===== src/rtl/refmon_pkg.sv =====
package refmon_pkg;

    localparam int unsigned NUM_RATES = 4;
    localparam longint unsigned PPM_SCALE = 64'd1_000_000;

    typedef logic [1:0] rate_code_t;

    // Smallest count still inside the window (rounded up)
    function automatic logic [63:0] window_low(
        input longint unsigned nom_hz,
        input longint unsigned gate_cyc,
        input longint unsigned sys_hz,
        input longint unsigned tol_ppm
    );
        logic [127:0] num;
        logic [127:0] den;
        num = 128'(nom_hz) * 128'(gate_cyc) * 128'(PPM_SCALE - tol_ppm);
        den = 128'(sys_hz) * 128'(PPM_SCALE);
        return 64'((num + den - 128'd1) / den);
    endfunction

    // Largest count still inside the window (rounded down)
    function automatic logic [63:0] window_high(
        input longint unsigned nom_hz,
        input longint unsigned gate_cyc,
        input longint unsigned sys_hz,
        input longint unsigned tol_ppm
    );
        logic [127:0] num;
        logic [127:0] den;
        num = 128'(nom_hz) * 128'(gate_cyc) * 128'(PPM_SCALE + tol_ppm);
        den = 128'(sys_hz) * 128'(PPM_SCALE);
        return 64'(num / den);
    endfunction

endpackage


===== src/rtl/refmon_edge_sync.sv =====
module refmon_edge_sync (
    input  logic clk,
    input  logic rst_n,
    input  logic ref_i,
    output logic rise_o
);
    // pipe[0], pipe[1]: synchronizer; pipe[2]: previous synchronized level
    typedef struct packed {
        logic [2:0] pipe;
    } sync_t;

    sync_t st_q, st_d;

    always_comb begin
        st_d      = st_q;
        st_d.pipe = {st_q.pipe[1:0], ref_i};
    end

    always_ff @(posedge clk or negedge rst_n) begin
        if (!rst_n) st_q <= '0;
        else        st_q <= st_d;
    end

    assign rise_o = st_q.pipe[1] & ~st_q.pipe[2];

    // a reported edge cannot repeat on the next cycle
    a_r10_single_pulse: assert property (@(posedge clk) disable iff (!rst_n)
        rise_o |=> !rise_o);

endmodule


===== src/rtl/refmon_gate_timer.sv =====
module refmon_gate_timer #(
    parameter longint unsigned GATE_CYCLES = 64'd200_000_000
) (
    input  logic clk,
    input  logic rst_n,
    output logic gate_end_o
);
    localparam int TW = (GATE_CYCLES > 1) ? $clog2(GATE_CYCLES) : 1;
    localparam logic [TW-1:0] LAST = TW'(GATE_CYCLES - 1);

    typedef struct packed {
        logic [TW-1:0] tick;
    } tmr_t;

    tmr_t st_q, st_d;

    always_comb begin
        st_d = st_q;
        if (st_q.tick == LAST) st_d.tick = '0;
        else                   st_d.tick = st_q.tick + TW'(1);
    end

    always_ff @(posedge clk or negedge rst_n) begin
        if (!rst_n) st_q <= '0;
        else        st_q <= st_d;
    end

    assign gate_end_o = (st_q.tick == LAST);

    // gate boundary returns the timer to zero
    a_r6_gate_wrap: assert property (@(posedge clk) disable iff (!rst_n)
        gate_end_o |=> (st_q.tick == '0));

    // inside a gate the timer advances by exactly one
    a_r6_gate_step: assert property (@(posedge clk) disable iff (!rst_n)
        !gate_end_o |=> (st_q.tick == $past(st_q.tick) + TW'(1)));

endmodule


===== src/rtl/refmon_chan.sv =====
module refmon_chan
    import refmon_pkg::*;
#(
    parameter int              CNT_W       = 26,
    parameter longint unsigned SYS_HZ      = 64'd100_000_000,
    parameter longint unsigned GATE_CYCLES = 64'd200_000_000,
    parameter longint unsigned TOL_PPM     = 64'd12,
    parameter longint unsigned NOM0_HZ     = 64'd8_000,
    parameter longint unsigned NOM1_HZ     = 64'd1_544_000,
    parameter longint unsigned NOM2_HZ     = 64'd2_048_000,
    parameter longint unsigned NOM3_HZ     = 64'd19_440_000
) (
    input  logic       clk,
    input  logic       rst_n,
    input  logic       rise_i,
    input  logic       gate_end_i,
    input  rate_code_t rate_i,
    output logic       off_o
);
    localparam logic [CNT_W-1:0] CNT_MAX = {CNT_W{1'b1}};

    typedef struct packed {
        logic [CNT_W-1:0] cnt;
        logic             off;
    } chan_t;

    chan_t st_q, st_d;

    logic [CNT_W-1:0] low_tab  [NUM_RATES];
    logic [CNT_W-1:0] high_tab [NUM_RATES];

    for (genvar g = 0; g < NUM_RATES; g++) begin : g_limits
        localparam longint unsigned NOM = (g == 0) ? NOM0_HZ :
                                          (g == 1) ? NOM1_HZ :
                                          (g == 2) ? NOM2_HZ : NOM3_HZ;
        localparam logic [63:0] LOW_FULL  = window_low(NOM, GATE_CYCLES, SYS_HZ, TOL_PPM);
        localparam logic [63:0] HIGH_FULL = window_high(NOM, GATE_CYCLES, SYS_HZ, TOL_PPM);
        assign low_tab[g]  = LOW_FULL[CNT_W-1:0];
        assign high_tab[g] = HIGH_FULL[CNT_W-1:0];
    end

    logic [CNT_W-1:0] total;
    logic [CNT_W-1:0] low_sel;
    logic [CNT_W-1:0] high_sel;

    always_comb begin
        low_sel  = low_tab[rate_i];
        high_sel = high_tab[rate_i];
        total    = (st_q.cnt == CNT_MAX) ? CNT_MAX : st_q.cnt + CNT_W'(rise_i);

        st_d = st_q;
        if (gate_end_i) begin
            st_d.cnt = '0;
            st_d.off = (total == '0) || (total < low_sel) || (total > high_sel);
        end else begin
            st_d.cnt = total;
        end
    end

    always_ff @(posedge clk or negedge rst_n) begin
        if (!rst_n) st_q <= '0;
        else        st_q <= st_d;
    end

    assign off_o = st_q.off;

    // flag can only move on a gate boundary
    a_r6_flag_hold: assert property (@(posedge clk) disable iff (!rst_n)
        !gate_end_i |=> $stable(off_o));

    // a new gate starts from an empty count
    a_r6_count_restart: assert property (@(posedge clk) disable iff (!rst_n)
        gate_end_i |=> (st_q.cnt == '0));

    // no edge in the whole gate always flags
    a_r7_zero_flags: assert property (@(posedge clk) disable iff (!rst_n)
        (gate_end_i && st_q.cnt == '0 && !rise_i) |=> off_o);

    // a full counter stays full until the gate closes
    a_r9_no_wrap: assert property (@(posedge clk) disable iff (!rst_n)
        (st_q.cnt == CNT_MAX && !gate_end_i) |=> (st_q.cnt == CNT_MAX));

    // at most one count per cycle
    a_r10_count_step: assert property (@(posedge clk) disable iff (!rst_n)
        (!gate_end_i && st_q.cnt != CNT_MAX) |=> (st_q.cnt - $past(st_q.cnt) <= CNT_W'(1)));

endmodule


===== src/rtl/refmon_dual.sv =====
module refmon_dual
    import refmon_pkg::*;
#(
    parameter int              CNT_W       = 26,
    parameter longint unsigned SYS_HZ      = 64'd100_000_000,
    parameter longint unsigned GATE_CYCLES = 64'd200_000_000,
    parameter longint unsigned TOL_PPM     = 64'd12,
    parameter longint unsigned NOM0_HZ     = 64'd8_000,
    parameter longint unsigned NOM1_HZ     = 64'd1_544_000,
    parameter longint unsigned NOM2_HZ     = 64'd2_048_000,
    parameter longint unsigned NOM3_HZ     = 64'd19_440_000
) (
    input  logic       clk,
    input  logic       rst_n,
    input  logic       ref_a_i,
    input  logic       ref_b_i,
    input  logic [1:0] rate_a_i,
    input  logic [1:0] rate_b_i,
    output logic       off_a_o,
    output logic       off_b_o
);
    localparam int NUM_CH = 2;

    logic       ref_v  [NUM_CH];
    rate_code_t rate_v [NUM_CH];
    logic       rise_v [NUM_CH];
    logic       off_v  [NUM_CH];
    logic       gate_end;

    assign ref_v[0]  = ref_a_i;
    assign ref_v[1]  = ref_b_i;
    assign rate_v[0] = rate_a_i;
    assign rate_v[1] = rate_b_i;

    refmon_gate_timer #(
        .GATE_CYCLES(GATE_CYCLES)
    ) u_timer (
        .clk       (clk),
        .rst_n     (rst_n),
        .gate_end_o(gate_end)
    );

    for (genvar c = 0; c < NUM_CH; c++) begin : g_ch
        refmon_edge_sync u_sync (
            .clk   (clk),
            .rst_n (rst_n),
            .ref_i (ref_v[c]),
            .rise_o(rise_v[c])
        );

        refmon_chan #(
            .CNT_W      (CNT_W),
            .SYS_HZ     (SYS_HZ),
            .GATE_CYCLES(GATE_CYCLES),
            .TOL_PPM    (TOL_PPM),
            .NOM0_HZ    (NOM0_HZ),
            .NOM1_HZ    (NOM1_HZ),
            .NOM2_HZ    (NOM2_HZ),
            .NOM3_HZ    (NOM3_HZ)
        ) u_chan (
            .clk       (clk),
            .rst_n     (rst_n),
            .rise_i    (rise_v[c]),
            .gate_end_i(gate_end),
            .rate_i    (rate_v[c]),
            .off_o     (off_v[c])
        );
    end

    assign off_a_o = off_v[0];
    assign off_b_o = off_v[1];

    // flags are clear while reset is held
    always_comb begin
        if (!rst_n) begin
            a_r8_reset_clear: assert (!off_a_o && !off_b_o);
        end
    end

endmodule


===== config.mk =====
export PLATFORM = sky130hd
export DESIGN_NAME = refmon_dual
export DESIGN_NICKNAME = d
export VERILOG_FILES = /design/src/rtl/refmon_pkg.sv /design/src/rtl/refmon_edge_sync.sv /design/src/rtl/refmon_gate_timer.sv /design/src/rtl/refmon_chan.sv /design/src/rtl/refmon_dual.sv
export SDC_FILE = /design/constraint.sdc
export NUM_CORES = 1
export LEC_CHECK = 0
export ABC_AREA = 1
export BUFFER_PORTS_ARGS = -buffer_cell sky130_fd_sc_hd__buf_2
export CAP_MARGIN = 30
export CORE_ASPECT_RATIO = 0.8
export CORE_MARGIN = 3
export CORE_UTILIZATION = 25
export CTS_CLUSTER_SIZE = 30
export DETAILED_ROUTE_END_ITERATION = 16
export PLACE_DENSITY = 0.48
export SLEW_MARGIN = 40
export SYNTH_ARGS = -nofsm -noshare
export SYNTH_HDL_FRONTEND = slang
export SYNTH_SLANG_ARGS = --single-unit

===== constraint.sdc =====
create_clock -name clk -period 2.9 [get_ports clk]
set_input_delay 0.58 -clock clk [delete_from_list [all_inputs] [get_ports clk]]
set_output_delay 0.58 -clock clk [all_outputs]
set_load 0.02 [all_outputs]

**Word-level counts from Yosys, hierarchy flattened**

Cells that the tools add are included.
W data, S select, Z words.

- Input bits: 8
- Logic and storage cells: 48
- Output and inout bits: 2
- Bits in registers: 88

- Order comparisons: 6
- Add/subtract/negate cells: 3
- Reductions and logical operators: 6
- Mux-type cells: 17
- Bitwise gates (word level): 6
- Equal/unequal tests: 3

Operators with widths:

| cell | count |
|---|---|
| $mux W26 | 12 |
| $bmux W26 S2 | 4 |
| $add A26 B1 Y26 | 2 |
| $eq A26 B26 Y1 const B | 2 |
| $gt A26 B26 Y1 | 2 |
| $logic_not A26 Y1 | 2 |
| $lt A26 B26 Y1 | 2 |
| $add A28 B1 Y28 const B | 1 |
| $eq A28 B28 Y1 const B | 1 |
| $mux W28 | 1 |
| $ge A3 B3 Y1 const B | 2 |
| $not A2 Y3 | 2 |
| $logic_or A1 B1 Y1 | 4 |
| $and A1 B1 Y1 | 2 |
| $not A1 Y1 | 2 |

**Logic depth before layout (Yosys ltp)**

Gate-level depths: netlist of run 1.

- Depth after elaboration: 7
- Gate-level depth with buffers: 22
- Depth with buffers taken out: 22

**Hierarchy**

Synthesis of run 1 repeated with hierarchy kept, for this count alone.

- Cells, all modules: 1,118
- Area, all modules: 7,762.4 um^2

Modules (own cells, without submodules):

| module | times used | cells an instance | area an instance (um^2) |
|---|---|---|---|
| refmon_chan (g_ch[0].u_chan) | 1 | 443 | 2,984.1 |
| refmon_chan (g_ch[1].u_chan) | 1 | 439 | 2,984.1 |
| refmon_gate_timer | 1 | 226 | 1,624.1 |
| refmon_edge_sync | 2 | 5 | 85.1 |

**Least setup slack after synthesis of run 1**

No wires, ideal clock.

- Kind: register to register
- From: register g_ch[0].u_sync.st_q[1] (netlist bit)
- To: register g_ch[0].u_chan.st_q (netlist bit g_ch[0].u_chan.off_o)
- Path slack: 224 ps
- Cell stages (with the launch flop): 21
- Clock period less this slack: 2,676 ps
- Path buffers: 0
- Data arrival time: 2,559 ps
- Path through: dfrtp_1 > inv_1 > nor2_1 > ha_1 > ha_1 > nand3_1 > inv_1 > nand2_1 > xor2_1 > and2_1 > inv_1 > ha_1 > nand4_1 > nor4_1 > nor2_1 > nor2_1 > nor2_1 > nand2_1 > nand3_1 > nor2_1 > nor2_1

- Cells in the longest elaborated chain, start to end: 6
- Elaborated cells on any way between the ends: 8

RTL lines:

| element | line | source |
|---|---|---|
| start: declaration | refmon_edge_sync.sv:12 | `sync_t st_q, st_d;` |
| start signal: assignment | refmon_edge_sync.sv:21 | `else st_q <= st_d;` |
| $and A1 B1 Y1 (*) | refmon_edge_sync.sv:24 | `assign rise_o = st_q.pipe[1] & ~st_q.pipe[2];` |
| $add A26 B1 Y26 (*) | refmon_chan.sv:49 | `total = (st_q.cnt == CNT_MAX) ? CNT_MAX : st_q.cnt + CNT_W'(rise_i);` |
| $mux W26 (*) | refmon_chan.sv:49 |  |
| $lt A26 B26 Y1 / $logic_not A26 Y1 (equally long branches) | refmon_chan.sv:54 | `st_d.off = (total == '0) \|\| (total < low_sel) \|\| (total > high_sel);` |
| $logic_or A1 B1 Y1 | refmon_chan.sv:54 |  |
| $logic_or A1 B1 Y1 (*) | refmon_chan.sv:54 |  |
| end signal: assignment | refmon_chan.sv:62 | `else st_q <= st_d;` |
| end: declaration | refmon_chan.sv:27 | `chan_t st_q, st_d;` |

Mark *: on every way between the ends. The rest lies on a longest branch, timed or not.
A chain may end at the register's enable or synchronous reset.

**Worst setup path in the final report of run 1**

- From: register g_ch[1].u_sync.st_q[2] (netlist bit)
- To: register g_ch[1].u_chan.st_q (netlist bit g_ch[1].u_chan.off_o)

- Cells in the longest elaborated chain, start to end: 7
- Elaborated cells on any way between the ends: 9

RTL lines:

| element | line |
|---|---|
| start: declaration | refmon_edge_sync.sv:12 |
| start signal: assignment | refmon_edge_sync.sv:21 |
| $not A1 Y1 (*) | refmon_edge_sync.sv:24 |
| $and A1 B1 Y1 (*) | refmon_edge_sync.sv:24 |
| $add A26 B1 Y26 (*) | refmon_chan.sv:49 |
| $mux W26 (*) | refmon_chan.sv:49 |
| $lt A26 B26 Y1 / $logic_not A26 Y1 (equally long branches) | refmon_chan.sv:54 |
| $logic_or A1 B1 Y1 | refmon_chan.sv:54 |
| $logic_or A1 B1 Y1 (*) | refmon_chan.sv:54 |
| end signal: assignment | refmon_chan.sv:62 |
| end: declaration | refmon_chan.sv:27 |

Marked as above.

==> results of run 1 <==
[flip-flops by register name, summed over array words and instances, names as in the netlist]
name               flops
g_ch.u_sync.st_q       6
g_ch.u_chan.off_o      2
u_timer.st_q          28
g_ch.u_chan.st_q      52
[metal layers]
metal  part of all wire  GRT usage  wire (um)  vias up
met5                  0          0          0        -
met4             0.0064     0.0230        140        0
met3              0.041     0.0233        908        9
met2               0.41      0.194       9040      108
met1               0.54      0.218      11800     3327
li1                   -          -          -     3706
[power by group]
part	total (mW)	switching [mW]	internal, mW	leakage (nW)
Clock	1.30	0.500	0.797	0.159
Combinational	1.07	0.609	0.458	3.68
Sequential	1.44	0.130	1.31	1.17
Total	3.80	1.24	2.56	5.01
[layout by cell type (no fill, tap or decap), types with 8 or more instances in the layout]
cell | netlist | final
sky130_fd_sc_hd__buf_2 | 5 | 8
sky130_fd_sc_hd__inv_2 | 3 | 9
sky130_fd_sc_hd__nand2_2 | 12 | 17
sky130_fd_sc_hd__nand3b_1 | 20 | 20
sky130_fd_sc_hd__nor2_2 | 18 | 26
sky130_fd_sc_hd__ha_4 | 0 | 10
sky130_fd_sc_hd__nand4_1 | 26 | 26
sky130_fd_sc_hd__ha_1 | 85 | 75
sky130_fd_sc_hd__o21ai_0 | 27 | 17
sky130_fd_sc_hd__inv_1 | 172 | 164
sky130_fd_sc_hd__xor2_1 | 16 | 11
sky130_fd_sc_hd__dfrtp_1 | 88 | 88
sky130_fd_sc_hd__clkbuf_16 | 0 | 9
sky130_fd_sc_hd__nand3_2 | 3 | 15
sky130_fd_sc_hd__o21ai_1 | 3 | 9
sky130_fd_sc_hd__nand2_1 | 253 | 243
sky130_fd_sc_hd__a21oi_1 | 53 | 50
sky130_fd_sc_hd__nand3_1 | 66 | 51
sky130_fd_sc_hd__buf_4 | 0 | 97
sky130_fd_sc_hd__nor3_1 | 24 | 22
sky130_fd_sc_hd__nor2_1 | 164 | 140
sky130_fd_sc_hd__nor2_4 | 4 | 20
[final timing paths]
check	to	depth (start not counted)	slack (ns)	start
worst max-delay path	g_ch[1].u_chan.off_o	21	0.12	g_ch[1].u_sync.st_q[2]
worst min-delay path	u_timer.st_q[10]	1	0.23	rst_n
worst max register to register	g_ch[1].u_chan.off_o	21	0.12	g_ch[1].u_sync.st_q[2]
worst min register to register	g_ch[1].u_sync.st_q[1]	0	0.35	g_ch[1].u_sync.st_q[0]
max in group asynchronous	u_timer.st_q[15]	2	1.89	rst_n
min in group clk	g_ch[1].u_sync.st_q[0]	1	0.34	ref_b_i
[cell type report]
| class | instances | area [sq um] | share of cell area |
|---|---|---|---|
| multi-input combinational | 814 | 5090 | 0.534 |
| sequential | 88 | 2200 | 0.231 |
| timing repair buffer | 106 | 788 | 0.0827 |
| inverter | 175 | 662 | 0.0695 |
| tap | 370 | 463 | 0.0486 |
| clock buffer | 12 | 256 | 0.0269 |
| clock inverter | 3 | 65.1 | 0.00683 |
[timing repair]
action	CTS	global route
endpoints found under the setup margin	2	2
gates resized for setup	21	110
setup buffers	2	14
cloned	0	0
pin swaps	8	38
[logic make-up after synthesis]
group	share of synthesized area
compound gates	0.0739
xor+xnor	0.0282
fa+ha+maj	0.143
buf+inv	0.0955
flops	0.296
simple gates	0.364
==> impl_metrics.prom, run 1 <==
# TYPE chip_impl_metric gauge
chip_impl_metric{name="slowest_stage_delay_on_critical_path",unit="ns"} 0.38
chip_impl_metric{name="power.density_cell_area",unit="mW/mm^2"} 399
chip_impl_metric{name="final.fill_count",unit=""} 3068
chip_impl_metric{name="wl_per_cell",unit="um"} 14.0
chip_impl_metric{name="fin_worst_skew",unit="ns"} 0.0112
chip_impl_metric{name="mappedNetlistArea",unit="sq mm"} 0.00745
chip_impl_metric{name="wire_length_of_the_first_global_routing_pass",unit="um"} 35300
chip_impl_info{name="timing.setup.critical_path_class",value="register to register"} 1
chip_impl_info{name="synth_flop_cell",value="sky130_fd_sc_hd__dfrtp_1"} 1
chip_impl_metric{name="post_dp_cell_area",unit="sq mm"} 0.00852
chip_impl_metric{name="synth_nets",unit=""} 1181
chip_impl_metric{name="htree_depth",unit=""} 3
chip_impl_metric{name="total_overflow_reported_by_the_global_router",unit=""} 0
chip_impl_metric{name="groute.usage.overall",unit=""} 0.137
chip_impl_metric{name="synth_warnings",unit=""} 0
chip_impl_info{name="cp-end-kind",value="register"} 1
chip_impl_metric{name="max_slew.worst_pin.slew",unit="ns"} 0.611
chip_impl_metric{name="dr_total_vias",unit=""} 7150
chip_impl_info{name="worst_path_max_delay_cell",value="sky130_fd_sc_hd__dfrtp_1"} 1
chip_impl_metric{name="die_span_in_y",unit="um"} 160
chip_impl_metric{name="p_leak",unit="nW"} 5.01
chip_impl_metric{name="clock_latency",unit="ns"} 0.36
chip_impl_metric{name="finalWorstSetupSlack",unit="ns"} 0.121
chip_impl_metric{name="vias_in_the_first_global_route",unit=""} 6673
chip_impl_metric{name="timing.fmax",unit="MHz"} 360
chip_impl_info{name="synth.top_cells.by_count",value="253 x sky130_fd_sc_hd__nand2_1, 172 x sky130_fd_sc_hd__inv_1, 164 x sky130_fd_sc_hd__nor2_1, 88 x sky130_fd_sc_hd__dfrtp_1, 85 x sky130_fd_sc_hd__ha_1"} 1
chip_impl_metric{name="drt_antenna_net_count",unit=""} 0
chip_impl_info{name="unrepaired_setup_endpoints_after_global_routing",value="true"} 1
chip_impl_info{name="outcome",value="complete, no violations"} 1
chip_impl_metric{name="setup_viol_count_final",unit=""} 0
chip_impl_metric{name="synth.top_cell.area_share",unit=""} 0.296
chip_impl_metric{name="cts-buffers-inserted",unit=""} 9
chip_impl_metric{name="finish.net_count",unit=""} 1287
chip_impl_metric{name="postLayoutCellArea",unit="sq mm"} 0.00953
chip_impl_metric{name="slew_violations",unit=""} 0
chip_impl_info{name="holdCritPathClass",value="input port to async pin"} 1
chip_impl_metric{name="fin_crit_sh",unit=""} 0.958
chip_impl_metric{name="ys_ff_latch",unit=""} 88
chip_impl_metric{name="cts_sinks",unit=""} 88
chip_impl_metric{name="placeableCoreArea",unit="sq mm"} 0.0288
chip_impl_metric{name="hold_buffers",unit=""} 0
chip_impl_metric{name="clkSlewWorstSetupHoldPaths",unit="ns"} 0.07
chip_impl_info{name="synth.largest_area_cell",value="sky130_fd_sc_hd__dfrtp_1"} 1
chip_impl_info{name="synth.most_common_cell",value="sky130_fd_sc_hd__nand2_1"} 1
chip_impl_info{name="synth.area.top_cells",value="sky130_fd_sc_hd__dfrtp_1 30%, sky130_fd_sc_hd__ha_1 14%, sky130_fd_sc_hd__nand2_1 13%, sky130_fd_sc_hd__inv_1 8.7%, sky130_fd_sc_hd__nor2_1 8.3%"} 1
chip_impl_metric{name="grt_antenna_before_repair",unit=""} 0
chip_impl_metric{name="largest_net_degree_at_the_start_of_global_routing",unit=""} 46
chip_impl_metric{name="place.port_buffers",unit=""} 9
chip_impl_metric{name="antenna_cells",unit=""} 0
chip_impl_metric{name="fin_crit",unit="ns"} 2.78
chip_impl_metric{name="synth_area_per_cell",unit="sq um"} 6.85
chip_impl_metric{name="ys_seq_area_frac",unit=""} 0.296
chip_impl_metric{name="hpwlAfterDp",unit="um"} 17200
chip_impl_metric{name="viasPerCell",unit=""} 4.56
chip_impl_metric{name="std_cell_rows",unit=""} 55
chip_impl_info{name="cp_cell_sequence",value="nor2_2 -> ha_4 -> inv_1 -> nor2_4 -> nand2_4 -> buf_4 -> nor2_2 -> nand2_1 -> nand2_1 -> nand3_2 -> ha_1 -> nand2_1 -> inv_1 -> o21ai_0 -> nand2_1 -> nand3_1 -> nand2_2 -> nor2_1 -> nand2_1 -> nand2_1 -> a21oi_1"} 1
chip_impl_metric{name="maximum_net_fanout_on_the_critical_path",unit=""} 4
chip_impl_metric{name="floorplan_die_area",unit="sq mm"} 0.0319
chip_impl_metric{name="finish.utilization",unit=""} 0.330
chip_impl_metric{name="vdd_ir_drop_max",unit="uV"} 289
chip_impl_info{name="cts_root_buffer",value="sky130_fd_sc_hd__clkbuf_16"} 1
chip_impl_info{name="critical_path.most_common_cell",value="sky130_fd_sc_hd__nand2_1"} 1
chip_impl_metric{name="place_congestion",unit=""} 0.863
chip_impl_metric{name="io-pin-count",unit=""} 10
chip_impl_metric{name="cap_violations",unit=""} 0
chip_impl_metric{name="fin_total_pwr",unit="mW"} 3.80
chip_impl_metric{name="fin_hold_ws",unit="ns"} 0.232
chip_impl_metric{name="post-place-ws",unit="ns"} -0.264
chip_impl_metric{name="edff_count_synth",unit=""} 0
chip_impl_metric{name="post_route_cells_drive_above_1_share",unit=""} 0.213
chip_impl_metric{name="relSlewSlack",unit=""} 0.593
chip_impl_metric{name="path_buf_inv",unit=""} 3
chip_impl_metric{name="netlist_instances",unit=""} 1088
chip_impl_metric{name="setup_tns",unit="ns"} 0
chip_impl_metric{name="layoutNonFillerInstCount",unit=""} 1568
chip_impl_metric{name="dp.cells",unit=""} 1537
chip_impl_metric{name="worstPathRequired",unit="ns"} 3.14
chip_impl_metric{name="initial_core_util",unit=""} 0.258
chip_impl_metric{name="final_hold_viol_count",unit=""} 0
chip_impl_metric{name="buffer_levels_on_the_longest_clock_path",unit=""} 2
chip_impl_metric{name="post-route-drc-count",unit=""} 0
chip_impl_metric{name="async_reset_ff_frac",unit=""} 1.00
chip_impl_metric{name="drt-pass1-iter-count",unit=""} 5
chip_impl_info{name="cp_top_family",value="simple AND/OR/NAND/NOR gates"} 1
chip_impl_metric{name="worstPathArrival",unit="ns"} 3.02
chip_impl_info{name="cts_tree",value="built"} 1
chip_impl_metric{name="die_width",unit="um"} 199
chip_impl_metric{name="area_growth_syn_to_layout",unit="%"} 27.9
chip_impl_metric{name="library_cells_used_by_synthesis",unit=""} 43
chip_impl_info{name="cp-start-kind",value="register"} 1
chip_impl_metric{name="drt-total-wl",unit="um"} 21900
chip_impl_metric{name="drt_iter0_markers",unit=""} 595
No activity file was read; power rests on OpenSTA's default activity.
==> run 2: changes to the inputs <==
ABC_AREA = not set   (was 1)
CORE_UTILIZATION = 50   (was 25)
PLACE_DENSITY = 0.75   (was 0.48)
==> run 2 against run 1 <==
Net effect:
- the run now ends with setup timing left
- sequential share of layout area shrank 0.28 points
- synthesized cell count shrank 28%
- sequential power is essentially flat
- critical path type unchanged
- cell count shrank 24%
- non-clock buffer count grew 137
- sequential cell count is the same
- total power grew 3.6%
==> impl_metrics.prom, run 2 <==
# TYPE chip_impl_metric gauge
chip_impl_metric{name="finish.net_count",unit=""} 1105
chip_impl_metric{name="die_width",unit="um"} 137
chip_impl_metric{name="max_slew.worst_pin.slew",unit="ns"} 0.619
chip_impl_metric{name="drt-pass1-iter-count",unit=""} 8
chip_impl_metric{name="cts_sinks",unit=""} 88
chip_impl_metric{name="total_overflow_reported_by_the_global_router",unit=""} 0
chip_impl_info{name="cp-end-kind",value="register"} 1
chip_impl_metric{name="synth.top_cell.area_share",unit=""} 0.319
chip_impl_metric{name="synth_nets",unit=""} 881
chip_impl_metric{name="initial_core_util",unit=""} 0.523
chip_impl_metric{name="p_leak",unit="nW"} 4.91
chip_impl_info{name="cp_top_family",value="simple AND/OR/NAND/NOR gates"} 1
chip_impl_info{name="cp-start-kind",value="register"} 1
chip_impl_metric{name="multiplexer_area_fraction_after_synthesis",unit=""} 0.00526
chip_impl_metric{name="slowest_stage_delay_on_critical_path",unit="ns"} 0.39
chip_impl_info{name="layout_top_registers",value="g_ch.u_chan.st_q: 52 flops, u_timer.st_q: 28 flops, g_ch.u_sync.st_q: 6 flops"} 1
chip_impl_metric{name="wire_length_of_the_first_global_routing_pass",unit="um"} 34900
chip_impl_info{name="synth.top_cells.by_count",value="88 x sky130_fd_sc_hd__dfrtp_1, 85 x sky130_fd_sc_hd__ha_1, 79 x sky130_fd_sc_hd__nor2_1, 73 x sky130_fd_sc_hd__nand2_1, 50 x sky130_fd_sc_hd__a21oi_1"} 1
chip_impl_metric{name="fin_crit_sh",unit=""} 1.20
chip_impl_metric{name="hold_buffers",unit=""} 0
chip_impl_metric{name="dr_total_vias",unit=""} 7207
chip_impl_metric{name="die_span_in_y",unit="um"} 111
chip_impl_metric{name="vias_in_the_first_global_route",unit=""} 6991
chip_impl_metric{name="post-route-drc-count",unit=""} 0
chip_impl_info{name="synth.most_common_cell",value="sky130_fd_sc_hd__dfrtp_1"} 1
chip_impl_metric{name="synthXorXnorAreaFrac",unit=""} 0.0812
chip_impl_metric{name="ys_ff_latch",unit=""} 88
chip_impl_info{name="startpoint",value="g_ch[1].u_sync.st_q[2]"} 1
chip_impl_metric{name="cap_violations",unit=""} 0
chip_impl_info{name="mostFrequentLayoutCells",value="229 x sky130_fd_sc_hd__buf_4, 86 x sky130_fd_sc_hd__dfrtp_1, 76 x sky130_fd_sc_hd__nor2_1, 72 x sky130_fd_sc_hd__ha_1, 67 x sky130_fd_sc_hd__nand2_1"} 1
chip_impl_info{name="critical_path.reg2reg.startpoint",value="g_ch[1].u_sync.st_q[2]"} 1
chip_impl_metric{name="fin_total_pwr",unit="mW"} 3.94
chip_impl_metric{name="fin_crit",unit="ns"} 3.49
chip_impl_metric{name="std_cell_rows",unit=""} 37
chip_impl_metric{name="cp.depth",unit=""} 17
chip_impl_info{name="synth_flop_cell",value="sky130_fd_sc_hd__dfrtp_1"} 1
chip_impl_info{name="timing.setup.critical_path_class",value="register to register"} 1
chip_impl_metric{name="viasPerCell",unit=""} 6.04
chip_impl_metric{name="post_synth_and_or_nand_nor_area_fraction",unit=""} 0.268
chip_impl_metric{name="async_reset_ff_frac",unit=""} 1.00
chip_impl_metric{name="floorplan_die_area",unit="sq mm"} 0.0153
chip_impl_metric{name="synth_area_per_cell",unit="sq um"} 8.76
chip_impl_metric{name="finalWorstSetupSlack",unit="ns"} -0.589
chip_impl_metric{name="vdd_ir_drop_max",unit="uV"} 363
chip_impl_metric{name="synth_compound_area_frac",unit=""} 0.134
chip_impl_metric{name="clock_latency",unit="ns"} 0.34
chip_impl_metric{name="fin_hold_ws",unit="ns"} 0.206
chip_impl_metric{name="buffer_levels_on_the_longest_clock_path",unit=""} 2
chip_impl_metric{name="edff_count_synth",unit=""} 0
chip_impl_metric{name="area.sequential",unit="sq mm"} 0.00220
chip_impl_metric{name="final_hold_viol_count",unit=""} 0
chip_impl_metric{name="final.fill_count",unit=""} 924
chip_impl_metric{name="netlist_instances",unit=""} 788
chip_impl_metric{name="grt_antenna_before_repair",unit=""} 2
chip_impl_info{name="worst_path_max_delay_cell",value="sky130_fd_sc_hd__or3_4"} 1
chip_impl_metric{name="path_buf_inv",unit=""} 0
chip_impl_metric{name="finish.utilization",unit=""} 0.732
chip_impl_info{name="synth.largest_area_cell",value="sky130_fd_sc_hd__dfrtp_1"} 1
chip_impl_info{name="synth.area.top_cells",value="sky130_fd_sc_hd__dfrtp_1 32%, sky130_fd_sc_hd__ha_1 15%, sky130_fd_sc_hd__xor2_1 4.3%, sky130_fd_sc_hd__nor2_1 4.3%, sky130_fd_sc_hd__nand2_1 4.0%"} 1
chip_impl_info{name="outcome",value="finished with violations"} 1
chip_impl_metric{name="worstPathArrival",unit="ns"} 3.71
chip_impl_metric{name="setup_viol_count_final",unit=""} 2
chip_impl_metric{name="synth_warnings",unit=""} 0
chip_impl_info{name="most_flop_heavy_register",value="g_ch.u_chan.st_q"} 1
chip_impl_metric{name="setup_tns",unit="ns"} -1.14
chip_impl_metric{name="place_congestion",unit=""} 0.970
chip_impl_metric{name="area_growth_syn_to_layout",unit="%"} 39.9
chip_impl_metric{name="wl_per_cell",unit="um"} 18.7
chip_impl_metric{name="post_synth_fa_ha_maj_area_fraction",unit=""} 0.154
chip_impl_metric{name="max_reg_flops",unit=""} 52
chip_impl_info{name="violations_in_the_final_reports",value="setup timing"} 1
chip_impl_metric{name="relSlewSlack",unit=""} 0.584
chip_impl_info{name="cp_cell_sequence",value="nor2b_2 -> ha_4 -> nand2_4 -> nor3_4 -> nand4_1 -> nor3_2 -> xnor2_1 -> nand2_1 -> ha_4 -> nand2_1 -> nor2_2 -> nand3_2 -> or3_4 -> nor4_4 -> o21ai_1 -> o221ai_1 -> nand3_2"} 1
chip_impl_metric{name="mappedNetlistArea",unit="sq mm"} 0.00690
chip_impl_info{name="holdCritPathClass",value="input port to async pin"} 1
chip_impl_metric{name="post_route_cells_drive_above_1_share",unit=""} 0.337
chip_impl_metric{name="io-pin-count",unit=""} 10
chip_impl_metric{name="postLayoutCellArea",unit="sq mm"} 0.00966
chip_impl_metric{name="worstRegToRegCells",unit=""} 17
chip_impl_metric{name="fin_worst_skew",unit="ns"} 0.00568
chip_impl_metric{name="cts-buffers-inserted",unit=""} 9
chip_impl_metric{name="post_dp_cell_area",unit="sq mm"} 0.00887
chip_impl_metric{name="worstPathRequired",unit="ns"} 3.12
chip_impl_info{name="unrepaired_setup_endpoints_after_global_routing",value="true"} 1
chip_impl_metric{name="htree_depth",unit=""} 3
chip_impl_metric{name="multi_input_comb_area",unit="sq mm"} 0.00495
chip_impl_metric{name="largest_net_degree_at_the_start_of_global_routing",unit=""} 63
chip_impl_metric{name="placeableCoreArea",unit="sq mm"} 0.0132
chip_impl_metric{name="groute.usage.overall",unit=""} 0.285
chip_impl_metric{name="power.density_cell_area",unit="mW/mm^2"} 408
chip_impl_metric{name="hpwlAfterDp",unit="um"} 16400
chip_impl_metric{name="ys_seq_area_frac",unit=""} 0.319
chip_impl_info{name="layout.cells.most_common",value="sky130_fd_sc_hd__buf_4"} 1
chip_impl_info{name="synth_top_family_by_area",value="simple AND/OR/NAND/NOR gates"} 1
chip_impl_metric{name="slew_violations",unit=""} 0
chip_impl_metric{name="clkSlewWorstSetupHoldPaths",unit="ns"} 0.06
chip_impl_info{name="cts_tree",value="built"} 1
chip_impl_metric{name="timing.fmax",unit="MHz"} 287
chip_impl_metric{name="drt-total-wl",unit="um"} 22300
chip_impl_metric{name="place.port_buffers",unit=""} 9
chip_impl_info{name="cts_root_buffer",value="sky130_fd_sc_hd__clkbuf_16"} 1
chip_impl_metric{name="drt_antenna_net_count",unit=""} 0
chip_impl_metric{name="maximum_net_fanout_on_the_critical_path",unit=""} 4
chip_impl_metric{name="library_cells_used_by_synthesis",unit=""} 67
chip_impl_metric{name="drt_iter0_markers",unit=""} 727
==> run 2: cell count changes after synthesis, moves of 15 or more <==
| cell | delta |
|---|---|
| sky130_fd_sc_hd__nand3b_1 | -19 |
| sky130_fd_sc_hd__inv_1 | -135 |
| sky130_fd_sc_hd__xnor2_1 | +22 |
| sky130_fd_sc_hd__xor2_1 | +18 |
| sky130_fd_sc_hd__nor2_1 | -85 |
| sky130_fd_sc_hd__nor2b_1 | +15 |
| sky130_fd_sc_hd__nand3_1 | -28 |
| sky130_fd_sc_hd__nand2_1 | -180 |
| sky130_fd_sc_hd__nor2_2 | -18 |
==> run 2: final timing paths <==
kind | slack [ns] | to
min | 0.21 | g_ch[1].u_chan.st_q[3]
max in group asynchronous | 2.04 | u_timer.st_q[12]
max reg2reg | -0.59 | g_ch[1].u_chan.off_o
max | -0.59 | g_ch[1].u_chan.off_o
min reg2reg | 0.35 | g_ch[1].u_sync.st_q[1]
min in group clk | 0.35 | g_ch[1].u_sync.st_q[0]
==> run 2: area by class of cell <==
cell class,instances,share of cell area
Clock inverter,5,0.00415
Antenna cell,2,0.000518
Multi-Input combinational cell,633,0.512
Sequential cell,88,0.228
Clock buffer,10,0.0247
Inverter,37,0.0146
Timing Repair Buffer,243,0.193
Tap cell,175,0.0227
==> run 2: logic make-up after synthesis <==
kind of cell,count (synthesis)
simple gates,340
compound gates,141
flops,88
fa+ha+maj,85
buf+inv,67
xor+xnor,64
mux,3
==> run 2: routing by layer <==
layer | routed length, um | vias up | share of wire | global-route usage
li1 | - | 3325 | - | -
met1 | 9840 | 3491 | 0.44 | 0.417
met2 | 10100 | 344 | 0.45 | 0.430
met3 | 1920 | 47 | 0.086 | 0.0535
met4 | 496 | 0 | 0.022 | 0.0758
met5 | 0 | - | 0 | 0
==> run 2: per-stage QoR <==
| stage | std cells | setup WS, ns |
|---|---|---|
| after detailed placement | 1163 | -0.692 |
| after CTS | 1190 | -0.590 |
| final | 1193 | -0.589 |
| after global routing | 1193 | -0.759 |
| after global placement | 1163 | -0.437 |
| after floorplan | 788 | -0.345 |
==> run 2: repair_timing <==
action | in CTS | in global routing
endpoints found under the setup margin | 2 | 2
gates resized for setup | 31 | 34
pin swaps | 30 | 31
buffers inserted | 13 | 1
==> run 2: power by group <==
part / internal [mW] / total, mW / switching (mW)
sequential: 1.31 / 1.42 / 0.104
combinational: 0.704 / 1.41 / 0.703
clock: 0.607 / 1.11 / 0.504
total: 2.62 / 3.94 / 1.31
